<file path="config.mk">
export PLATFORM = sky130hd
export DESIGN_NAME = nand_strobe_ctrl
export DESIGN_NICKNAME = d
export VERILOG_FILES = /design/src/rtl/nand_strobe_pkg.sv /design/src/rtl/nand_cfg_decode.sv /design/src/rtl/nand_phase_seq.sv /design/src/rtl/nand_rb_sync.sv /design/src/rtl/nand_strobe_ctrl.sv
export SDC_FILE = /design/constraint.sdc
export NUM_CORES = 1
export LEC_CHECK = 0
export BUFFER_PORTS_ARGS = -buffer_cell sky130_fd_sc_hd__buf_4
export CELL_PAD_IN_SITES_DETAIL_PLACEMENT = 1
export CELL_PAD_IN_SITES_GLOBAL_PLACEMENT = 1
export CORE_MARGIN = 2
export CORE_UTILIZATION = 33
export DETAILED_ROUTE_END_ITERATION = 6
export PLACE_DENSITY = 0.75
export SETUP_SLACK_MARGIN = 0.05
export SYNTH_ARGS = -nofsm -noshare
export SYNTH_HDL_FRONTEND = slang
export SYNTH_SLANG_ARGS = --single-unit
export TNS_END_PERCENT = 50
</file>
<file path="constraint.sdc">
create_clock -name clk -period 3.8 [get_ports clk]
set_clock_uncertainty 0.1 [all_clocks]
set_input_delay 0.76 -clock clk [delete_from_list [all_inputs] [get_ports clk]]
set_output_delay 0.76 -clock clk [all_outputs]
set_load 0.02 [all_outputs]
</file>
<file path="src/rtl/nand_strobe_pkg.sv">
package nand_strobe_pkg;

  localparam int CNT_W = 6;

  localparam int WSU_LSB = 26;
  localparam int WSU_W   = 4;
  localparam int WST_LSB = 20;
  localparam int WST_W   = 6;
  localparam int WHD_LSB = 17;
  localparam int WHD_W   = 3;
  localparam int RSU_LSB = 13;
  localparam int RSU_W   = 4;
  localparam int RST_LSB = 7;
  localparam int RST_W   = 6;
  localparam int RHD_LSB = 4;
  localparam int RHD_W   = 3;
  localparam int TA_LSB  = 2;
  localparam int TA_W    = 2;

  typedef enum logic [2:0] {
    PH_IDLE   = 3'd0,
    PH_TURN   = 3'd1,
    PH_SETUP  = 3'd2,
    PH_STROBE = 3'd3,
    PH_HOLD   = 3'd4
  } phase_e;

  localparam logic [1:0] KIND_CMD  = 2'b01;
  localparam logic [1:0] KIND_ADDR = 2'b10;

  typedef struct packed {
    logic [CNT_W-1:0] turn;
    logic [CNT_W-1:0] setup;
    logic [CNT_W-1:0] strobe;
    logic [CNT_W-1:0] hold;
  } timing_t;

endpackage

</file>
<file path="src/rtl/nand_cfg_decode.sv">
module nand_cfg_decode
  import nand_strobe_pkg::*;
#(
  parameter int CFG_W = 32
) (
  input  logic [CFG_W-1:0] cfg,
  input  logic             is_write,
  output timing_t          tim
);

  logic unused_cfg_bits;
  assign unused_cfg_bits = ^{cfg[CFG_W-1:WSU_LSB+WSU_W], cfg[TA_LSB-1:0]};

  always_comb begin
    tim.turn = CNT_W'(cfg[TA_LSB +: TA_W]);
    if (is_write) begin
      tim.setup  = CNT_W'(cfg[WSU_LSB +: WSU_W]);
      tim.strobe = CNT_W'(cfg[WST_LSB +: WST_W]);
      tim.hold   = CNT_W'(cfg[WHD_LSB +: WHD_W]);
    end else begin
      tim.setup  = CNT_W'(cfg[RSU_LSB +: RSU_W]);
      tim.strobe = CNT_W'(cfg[RST_LSB +: RST_W]);
      tim.hold   = CNT_W'(cfg[RHD_LSB +: RHD_W]);
    end
  end

endmodule

</file>
<file path="src/rtl/nand_phase_seq.sv">
module nand_phase_seq
  import nand_strobe_pkg::*;
(
  input  logic    clk,
  input  logic    rst_n,
  input  logic    start,
  input  logic    need_turn,
  input  timing_t tim,
  output phase_e  phase,
  output logic    last_strobe
);

  phase_e           phase_q, phase_d;
  logic [CNT_W-1:0] cnt_q, cnt_d;
  logic [CNT_W-1:0] limit;
  logic             at_limit;

  always_comb begin
    case (phase_q)
      PH_TURN:   limit = tim.turn;
      PH_SETUP:  limit = tim.setup;
      PH_STROBE: limit = tim.strobe;
      PH_HOLD:   limit = tim.hold;
      default:   limit = '0;
    endcase
  end

  assign at_limit = (cnt_q == limit);

  always_comb begin
    phase_d = phase_q;
    cnt_d   = cnt_q;
    case (phase_q)
      PH_IDLE: begin
        if (start) begin
          phase_d = need_turn ? PH_TURN : PH_SETUP;
          cnt_d   = '0;
        end
      end
      default: begin
        if (at_limit) begin
          cnt_d = '0;
          case (phase_q)
            PH_TURN:   phase_d = PH_SETUP;
            PH_SETUP:  phase_d = PH_STROBE;
            PH_STROBE: phase_d = PH_HOLD;
            default:   phase_d = PH_IDLE;
          endcase
        end else begin
          cnt_d = cnt_q + 1'b1;
        end
      end
    endcase
  end

  always_ff @(posedge clk or negedge rst_n) begin
    if (!rst_n) begin
      phase_q <= PH_IDLE;
      cnt_q   <= '0;
    end else begin
      phase_q <= phase_d;
      cnt_q   <= cnt_d;
    end
  end

  assign phase       = phase_q;
  assign last_strobe = (phase_q == PH_STROBE) && at_limit;

endmodule

</file>
<file path="src/rtl/nand_rb_sync.sv">
module nand_rb_sync #(
  parameter int STAGES = 2
) (
  input  logic clk,
  input  logic rst_n,
  input  logic pin,
  output logic level
);

  logic [STAGES-1:0] chain_q;

  generate
    if (STAGES == 1) begin : g_single
      always_ff @(posedge clk or negedge rst_n) begin
        if (!rst_n) chain_q <= '0;
        else        chain_q <= pin;
      end
    end else begin : g_multi
      always_ff @(posedge clk or negedge rst_n) begin
        if (!rst_n) chain_q <= '0;
        else        chain_q <= {chain_q[STAGES-2:0], pin};
      end
    end
  endgenerate

  assign level = chain_q[STAGES-1];

endmodule

</file>
<file path="src/rtl/nand_strobe_ctrl.sv">
module nand_strobe_ctrl
  import nand_strobe_pkg::*;
#(
  parameter int IO_W        = 8,
  parameter int CFG_W       = 32,
  parameter int STAT_W      = 8,
  parameter int SYNC_STAGES = 2
) (
  input  logic              clk,
  input  logic              rst_n,
  input  logic [CFG_W-1:0]  cfg_word,
  input  logic              req_valid,
  output logic              req_ready,
  input  logic              req_write,
  input  logic [1:0]        req_kind,
  input  logic [IO_W-1:0]   req_wdata,
  output logic              rsp_valid,
  output logic [IO_W-1:0]   rsp_rdata,
  output logic              nand_ce_n,
  output logic              nand_we_n,
  output logic              nand_re_n,
  output logic              nand_cle,
  output logic              nand_ale,
  output logic [IO_W-1:0]   nand_io_out,
  output logic              nand_io_oe,
  input  logic [IO_W-1:0]   nand_io_in,
  input  logic              nand_rb,
  output logic [STAT_W-1:0] dev_status
);

  logic [CFG_W-1:0] cfg_q;
  logic             wr_q;
  logic [1:0]       kind_q;
  logic [IO_W-1:0]  wdata_q;
  logic             prev_valid_q;
  logic             prev_wr_q;
  logic [IO_W-1:0]  rdata_q;
  logic             rsp_valid_q;

  logic    accept;
  logic    need_turn;
  logic    last_strobe;
  logic    cs_active;
  logic    rb_level;
  phase_e  phase;
  timing_t tim;

  assign req_ready = (phase == PH_IDLE);
  assign accept    = req_valid && req_ready;
  assign need_turn = prev_valid_q && (prev_wr_q != req_write);

  // request capture, enabled by accept
  always_ff @(posedge clk or negedge rst_n) begin
    if (!rst_n) begin
      cfg_q        <= '0;
      wr_q         <= 1'b0;
      kind_q       <= '0;
      wdata_q      <= '0;
      prev_valid_q <= 1'b0;
      prev_wr_q    <= 1'b0;
    end else if (accept) begin
      cfg_q        <= cfg_word;
      wr_q         <= req_write;
      kind_q       <= req_kind;
      wdata_q      <= req_wdata;
      prev_valid_q <= 1'b1;
      prev_wr_q    <= req_write;
    end
  end

  // read capture, enabled on the last strobe clock of a read
  always_ff @(posedge clk or negedge rst_n) begin
    if (!rst_n) begin
      rdata_q <= '0;
    end else if (last_strobe && !wr_q) begin
      rdata_q <= nand_io_in;
    end
  end

  always_ff @(posedge clk or negedge rst_n) begin
    if (!rst_n) rsp_valid_q <= 1'b0;
    else        rsp_valid_q <= last_strobe && !wr_q;
  end

  nand_cfg_decode #(.CFG_W(CFG_W)) u_decode (
    .cfg      (cfg_q),
    .is_write (wr_q),
    .tim      (tim)
  );

  nand_phase_seq u_seq (
    .clk         (clk),
    .rst_n       (rst_n),
    .start       (accept),
    .need_turn   (need_turn),
    .tim         (tim),
    .phase       (phase),
    .last_strobe (last_strobe)
  );

  nand_rb_sync #(.STAGES(SYNC_STAGES)) u_rb (
    .clk   (clk),
    .rst_n (rst_n),
    .pin   (nand_rb),
    .level (rb_level)
  );

  assign cs_active   = (phase == PH_SETUP) || (phase == PH_STROBE) || (phase == PH_HOLD);
  assign nand_ce_n   = !cs_active;
  assign nand_we_n   = !((phase == PH_STROBE) && wr_q);
  assign nand_re_n   = !((phase == PH_STROBE) && !wr_q);
  assign nand_cle    = cs_active && wr_q && (kind_q == KIND_CMD);
  assign nand_ale    = cs_active && wr_q && (kind_q == KIND_ADDR);
  assign nand_io_oe  = cs_active && wr_q;
  assign nand_io_out = wdata_q;
  assign rsp_valid   = rsp_valid_q;
  assign rsp_rdata   = rdata_q;
  assign dev_status  = {{(STAT_W-1){1'b0}}, rb_level};

endmodule

</file>
; After elaboration in Yosys (flattened, before gate mapping)
; Index checks and enable logic that the tools add are counted.
[totals]
reg_bits = 62
in_bits = 55
output_inout_bits = 32
elab_cells = 48
[op_classes]
n_addsub = 1
n_eq_ne = 9
mux = 10
reduce_logical = 18
[op_table]
columns = operator, count
row1 = $pmux W6 S4, 1
row2 = $mux W6, 3
row3 = $mux W16, 1
row4 = $logic_and A1 B1 Y1, 9
row5 = $mux W3, 3
row6 = $pmux W3 S3, 1
row7 = $add A6 B1 Y6 const B, 1
row8 = $eq A3 B2 Y1 const B, 2
row9 = $eq A6 B6 Y1, 1
row10 = $logic_not A1 Y1, 4
row11 = $eq A3 B1 Y1 const B, 1
row12 = $eq A3 B3 Y1 const B, 1
row13 = $logic_not A3 Y1, 1
row14 = $eq A2 B1 Y1 const B, 1
row15 = $eq A2 B2 Y1 const B, 1
row16 = $logic_or A1 B1 Y1, 2
row17 = $mux W2, 1
row18 = $ne A2 B1 Y1 const B, 1
row19 = $reduce_and A2 Y1, 1
row20 = $reduce_bool A2 Y1, 1
row21 = $ne A1 B1 Y1, 1

; Longest topological paths before layout
[logic_depth]
word_depth = 5
mapped_depth = 9
depth_no_buf = 7

; Hierarchy
; Synthesis repeated with hierarchy kept, for this count alone.
[hier_totals]
cells_unflattened = 257
area_unflattened_um2 = 3448.3
[modules_own_cells]
columns = mod, instances, cells_each, area_each_um2, seq_area_each_um2
row1 = nand_strobe_ctrl, 1, 137, 2328.5, 1326.3
row2 = nand_phase_seq, 1, 92, 788.3, 225.2
row3 = nand_cfg_decode, 1, 26, 281.5, 0.0
row4 = nand_rb_sync, 1, 2, 50.0, 50.0

; Worst setup path after synthesis
; No wires, ideal clock.
[synth_path]
path_type = register -> output
from = reg u_seq.phase_q[1] (netlist: u_seq.phase[1])
to = out nand_cle
arrival_ps = 1914
t_required_ps = 2940
slack_ps = 1026
stages_incl_launch_ff = 6
path_buffers = 1
path_cell_list = dfrtp_1 -> buf_6 -> or3b_4 -> a21boi_0 -> nand2b_1 -> nor3b_1
[synth_between]
elab_chain_len = 5
word_cells_on_any_way = 7
cone_classes = 3 x eq/ne / 4 x reduce/logical
[synth_lines]
columns = element, line_no
row1 = start: declaration, nand_phase_seq.sv:13  ; phase_e phase_q, phase_d;
row2 = start signal: assignment, nand_phase_seq.sv:61  ; phase_q <= phase_d;
row3 = $eq A3 B2 Y1, nand_strobe_ctrl.sv:108  ; assign cs_active = (phase == PH_SETUP) || (phase == PH_STROBE) || (phase == PH_HOLD);
row4 = $logic_or A1 B1 Y1, nand_strobe_ctrl.sv:108
row5 = $logic_or A1 B1 Y1 (*), nand_strobe_ctrl.sv:108
row6 = $logic_and A1 B1 Y1 (*) (2 in a row), nand_strobe_ctrl.sv:112  ; assign nand_cle = cs_active && wr_q && (kind_q == KIND_CMD);
row7 = end: declaration, nand_strobe_ctrl.sv:22  ; output logic nand_cle,
; Mark *: on every way between the ends. The rest lies on a longest branch, timed or not.

==> results list <==
- At the worst endpoint, the arrival time is 3270 ps.
- Number of gates on the worst path with buffers counted: 7
- The total area inside the core boundary comes to 8590 um2.
- Number of antenna violations at the first check in global routing: 0
- The first detailed-routing pass took 4 iterations.
- Setup violations remaining at the end of the flow were counted as 0.
* Clk pin slew, worst setup/hold paths: 70 ps
- Category of the worst setup path capture point: register
- The repair_antennas step left the layout with diodes totalling 0.
- Entering global routing, the biggest net connects 61 pins.
* Port buffer count: 75
* Max-slew violation total from the final report: 0
- Post-CTS repair changed the size of 0 cells.
* Post-CTS Repair Setup Buffers: 0
* Horizontal die dimension: 97.5 um
- Relative to the synthesized area, the layout overhead comes to 27.9%.
* Remaining antenna violation count: 0
- Largest incremental delay on the critical path: 800 ps
- Slew margin rel.: 39.7%
* Final Hold Vio Count: 0
- Clock tree synthesis inserted a total of 9 buffers.
* H-tree depth: 3
- Required arrival time at the worst endpoint: 3910 ps
- Measured slew at the worst slew-check pin: 902 ps
- Yosys warns: 0
- The top cell type by area accounts for 52.0% of the synthesized area.
- Synthesized cell area: 2890 um2
- After global routing the overflow that remains totals 0.
- In this run, post-CTS hold repair placed 0 buffers.
- Worst-skew pair later-pin latency: 330 ps
- After the first detailed-routing iteration, the DRC count stood at 68.
- The final layout contains 432 nets.
- Worst-path maximum fanout: 14
- Master of the slowest instance on the critical path: sky130_fd_sc_hd__dfrtp_1
* Number of top-level design ports: 87
- The netlist uses 51 different library cells.
* Critical path, cell by cell: buf_4 -> mux2i_1 -> a2bb2oi_1 -> a21o_1 -> nand3_1 -> or4_1 -> mux2_4
- Period utilization: 83.3%
* Synthesized instance count: 304
- Clk buf depth: 2
- Wire length of the first global-routing pass: 11.8 mm
- Number of standard cells in the final layout excluding fillers: 489
* CP delay by family, top: simple AND/OR/NAND/NOR gates
- Routability-driven placement finished with a final weighted congestion of 0.815.
- In the routed design, unresolved DRC markers number 0.
* Detailed placement HPWL: 5.01 mm
* Die ar.: 9510 um2
- Summed over all instances, the cell type with the most area after synthesis is sky130_fd_sc_hd__dfrtp_1.
- Average detailed-routed wire length per instance: 14.3 um
* Combined buffer and inverter count along the critical path: 1
- Proportion of layout cells with a drive suffix above 1: 29.1%
* Commonest cells post-synth: 120 x sky130_fd_sc_hd__nand2_1, 60 x sky130_fd_sc_hd__dfrtp_1, 12 x sky130_fd_sc_hd__mux2i_1
- Register-to-Register Path Depth: 7
- Summed over all cells, the static leakage comes to 1.92 nW.
- Run status: finished clean
- Number of synthesized register bits: 60
- Measured along the y axis, the die boundary spans 97.5 um.
- Yosys instantiated no cell more often than sky130_fd_sc_hd__nand2_1.
* Number of synthesized flops with an enable pin: 0
- Wires add up to 6.98 mm.
- The setup path with the least slack is of type reg -> reg.
* Ranking of synthesized cells by area: sky130_fd_sc_hd__dfrtp_1 52%, sky130_fd_sc_hd__nand2_1 16%, sky130_fd_sc_hd__mux2_4 4.7%
- The number of placed instances, taps included, is 473.
- Number of core rows: 34
- For this run, the register share of the synthesized area comes to 52.0%.
- Vias per std cell: 4.79
* Worst hold path class: reg -> reg
- FFs w/ async S/R, synth: 100%
- Commonest register cell after synthesis: sky130_fd_sc_hd__dfrtp_1
- Averaged over all synthesized cells, the footprint is 9.50 um2.
- GRT Util Overall: 15.3%
- Shortest period the worst path allows: 3160 ps
* Worst Hold Depth: 0
* Root Buffer: sky130_fd_sc_hd__clkbuf_8
- Timing would allow up to 0.316 GHz.
- Power density over the cells: 832 nW/um2
* Setup crit start kind: register
* Final setup TNS: 0 ps
- Across the VDD grid, the largest voltage drop is 203 uV.
- Clk sink count: 60
- TritonCTS clock tree: done
- Number of maximum-capacitance constraint violations: 0
* Setup repair after global routing missed its margin: false
- Routed via count: 2,344
- The via count of the first global-routing pass is 2,478.
- The initial utilization of the core area, before any placement, comes to 33.6%.
## path summary, 6_finish.rpt
path | start | endpoint | slack, ps
min | u_rb.chain_q[0]$_DFF_PN0_ | u_rb.chain_q[1]$_DFF_PN0_ | 270
max | prev_wr_q$_DFFE_PN0P_ | rsp_rdata[5]$_DFFE_PN0P_ | 640
max in group asynchronous | rst_n | cfg_q[3]$_DFFE_PN0P_ | 2710
min reg2reg | u_rb.chain_q[0]$_DFF_PN0_ | u_rb.chain_q[1]$_DFF_PN0_ | 270
max reg2reg | prev_wr_q$_DFFE_PN0P_ | rsp_rdata[5]$_DFFE_PN0P_ | 640
min in group asynchronous | rst_n | rsp_rdata[6]$_DFFE_PN0P_ | 390
## per-layer routing
metal  GRT usage, %  wire length (um)
met3           2.88               315
met1           20.2              3260
met5              0                 0
met2           24.7              3290
met4           6.73               116
## power breakdown
group / switching [mW] / leakage [nW] / internal, mW / total (mW)
clock network: 0.247 / 0.102 / 0.337 / 0.583
registers: 0.239 / 0.737 / 0.925 / 1.16
logic: 0.705 / 1.08 / 0.618 / 1.32
## cells in the final DEF, fill, tap and decap left out, types with 3 or more instances in the layout
cell type,netlist,layout
sky130_fd_sc_hd__a31oi_1,4,4
sky130_fd_sc_hd__and3_1,4,4
sky130_fd_sc_hd__buf_4,8,78
sky130_fd_sc_hd__clkbuf_8,0,11
sky130_fd_sc_hd__conb_1,1,7
sky130_fd_sc_hd__dfrtp_1,60,60
sky130_fd_sc_hd__inv_1,3,3
sky130_fd_sc_hd__mux2_4,9,9
sky130_fd_sc_hd__mux2i_1,12,12
sky130_fd_sc_hd__nand2_1,120,120
sky130_fd_sc_hd__nand3_1,5,5
sky130_fd_sc_hd__nor2_1,6,6
sky130_fd_sc_hd__nor3_1,3,3
sky130_fd_sc_hd__nor3b_1,4,4
sky130_fd_sc_hd__o21ai_0,9,9
## registers in the layout, summed over array words and instances (netlist names)
| name | cells |
|---|---|
| cfg_q | 28 |
| nand_io_out | 8 |
| rsp_rdata | 8 |
| u_seq.cnt_q | 6 |
| u_seq.phase | 3 |
| kind_q | 2 |
| u_rb.chain_q | 2 |
| prev_valid_q | 1 |
| prev_wr_q | 1 |
| rsp_valid | 1 |
## stage by stage
step                      power (mW)  instance area [um2]  util, %  hold WS [ps]  worst slack (ps)
after detailed placement        2.52                 3490     40.6           249               646
after CTS                       3.12                 3690     43.0           271               614
after floorplan                 2.07                 2910        -           231              1030
final                           3.07                 3690     43.0           267               636
after global routing            3.31                 3690     43.0           274               490
after global placement          2.44                 3490     40.6           232               760
## layout make-up
class                      count  area (um2)
tap                          108         135
timing repair buffer          78         586
clock buffer                  12         155
clock inverter                 4        47.5
multi-input combinational    224        1250
sequential                    60        1500
inverter                       3        11.3
fill                        1024        4900
## kinds of logic after synthesis
family	Yosys count	synth area share, %
AO/OA/AOI/OAI	32	7.76
adder cells (fa/ha/maj)	1	0.433
buffers and inverters	26	5.29
AND/OR/NAND/NOR	159	24.1
other	1	0.130
XOR/XNOR	3	0.910
multiplexers	22	9.32
flip-flops	60	52.0
(Power assumes the default switching activity.)
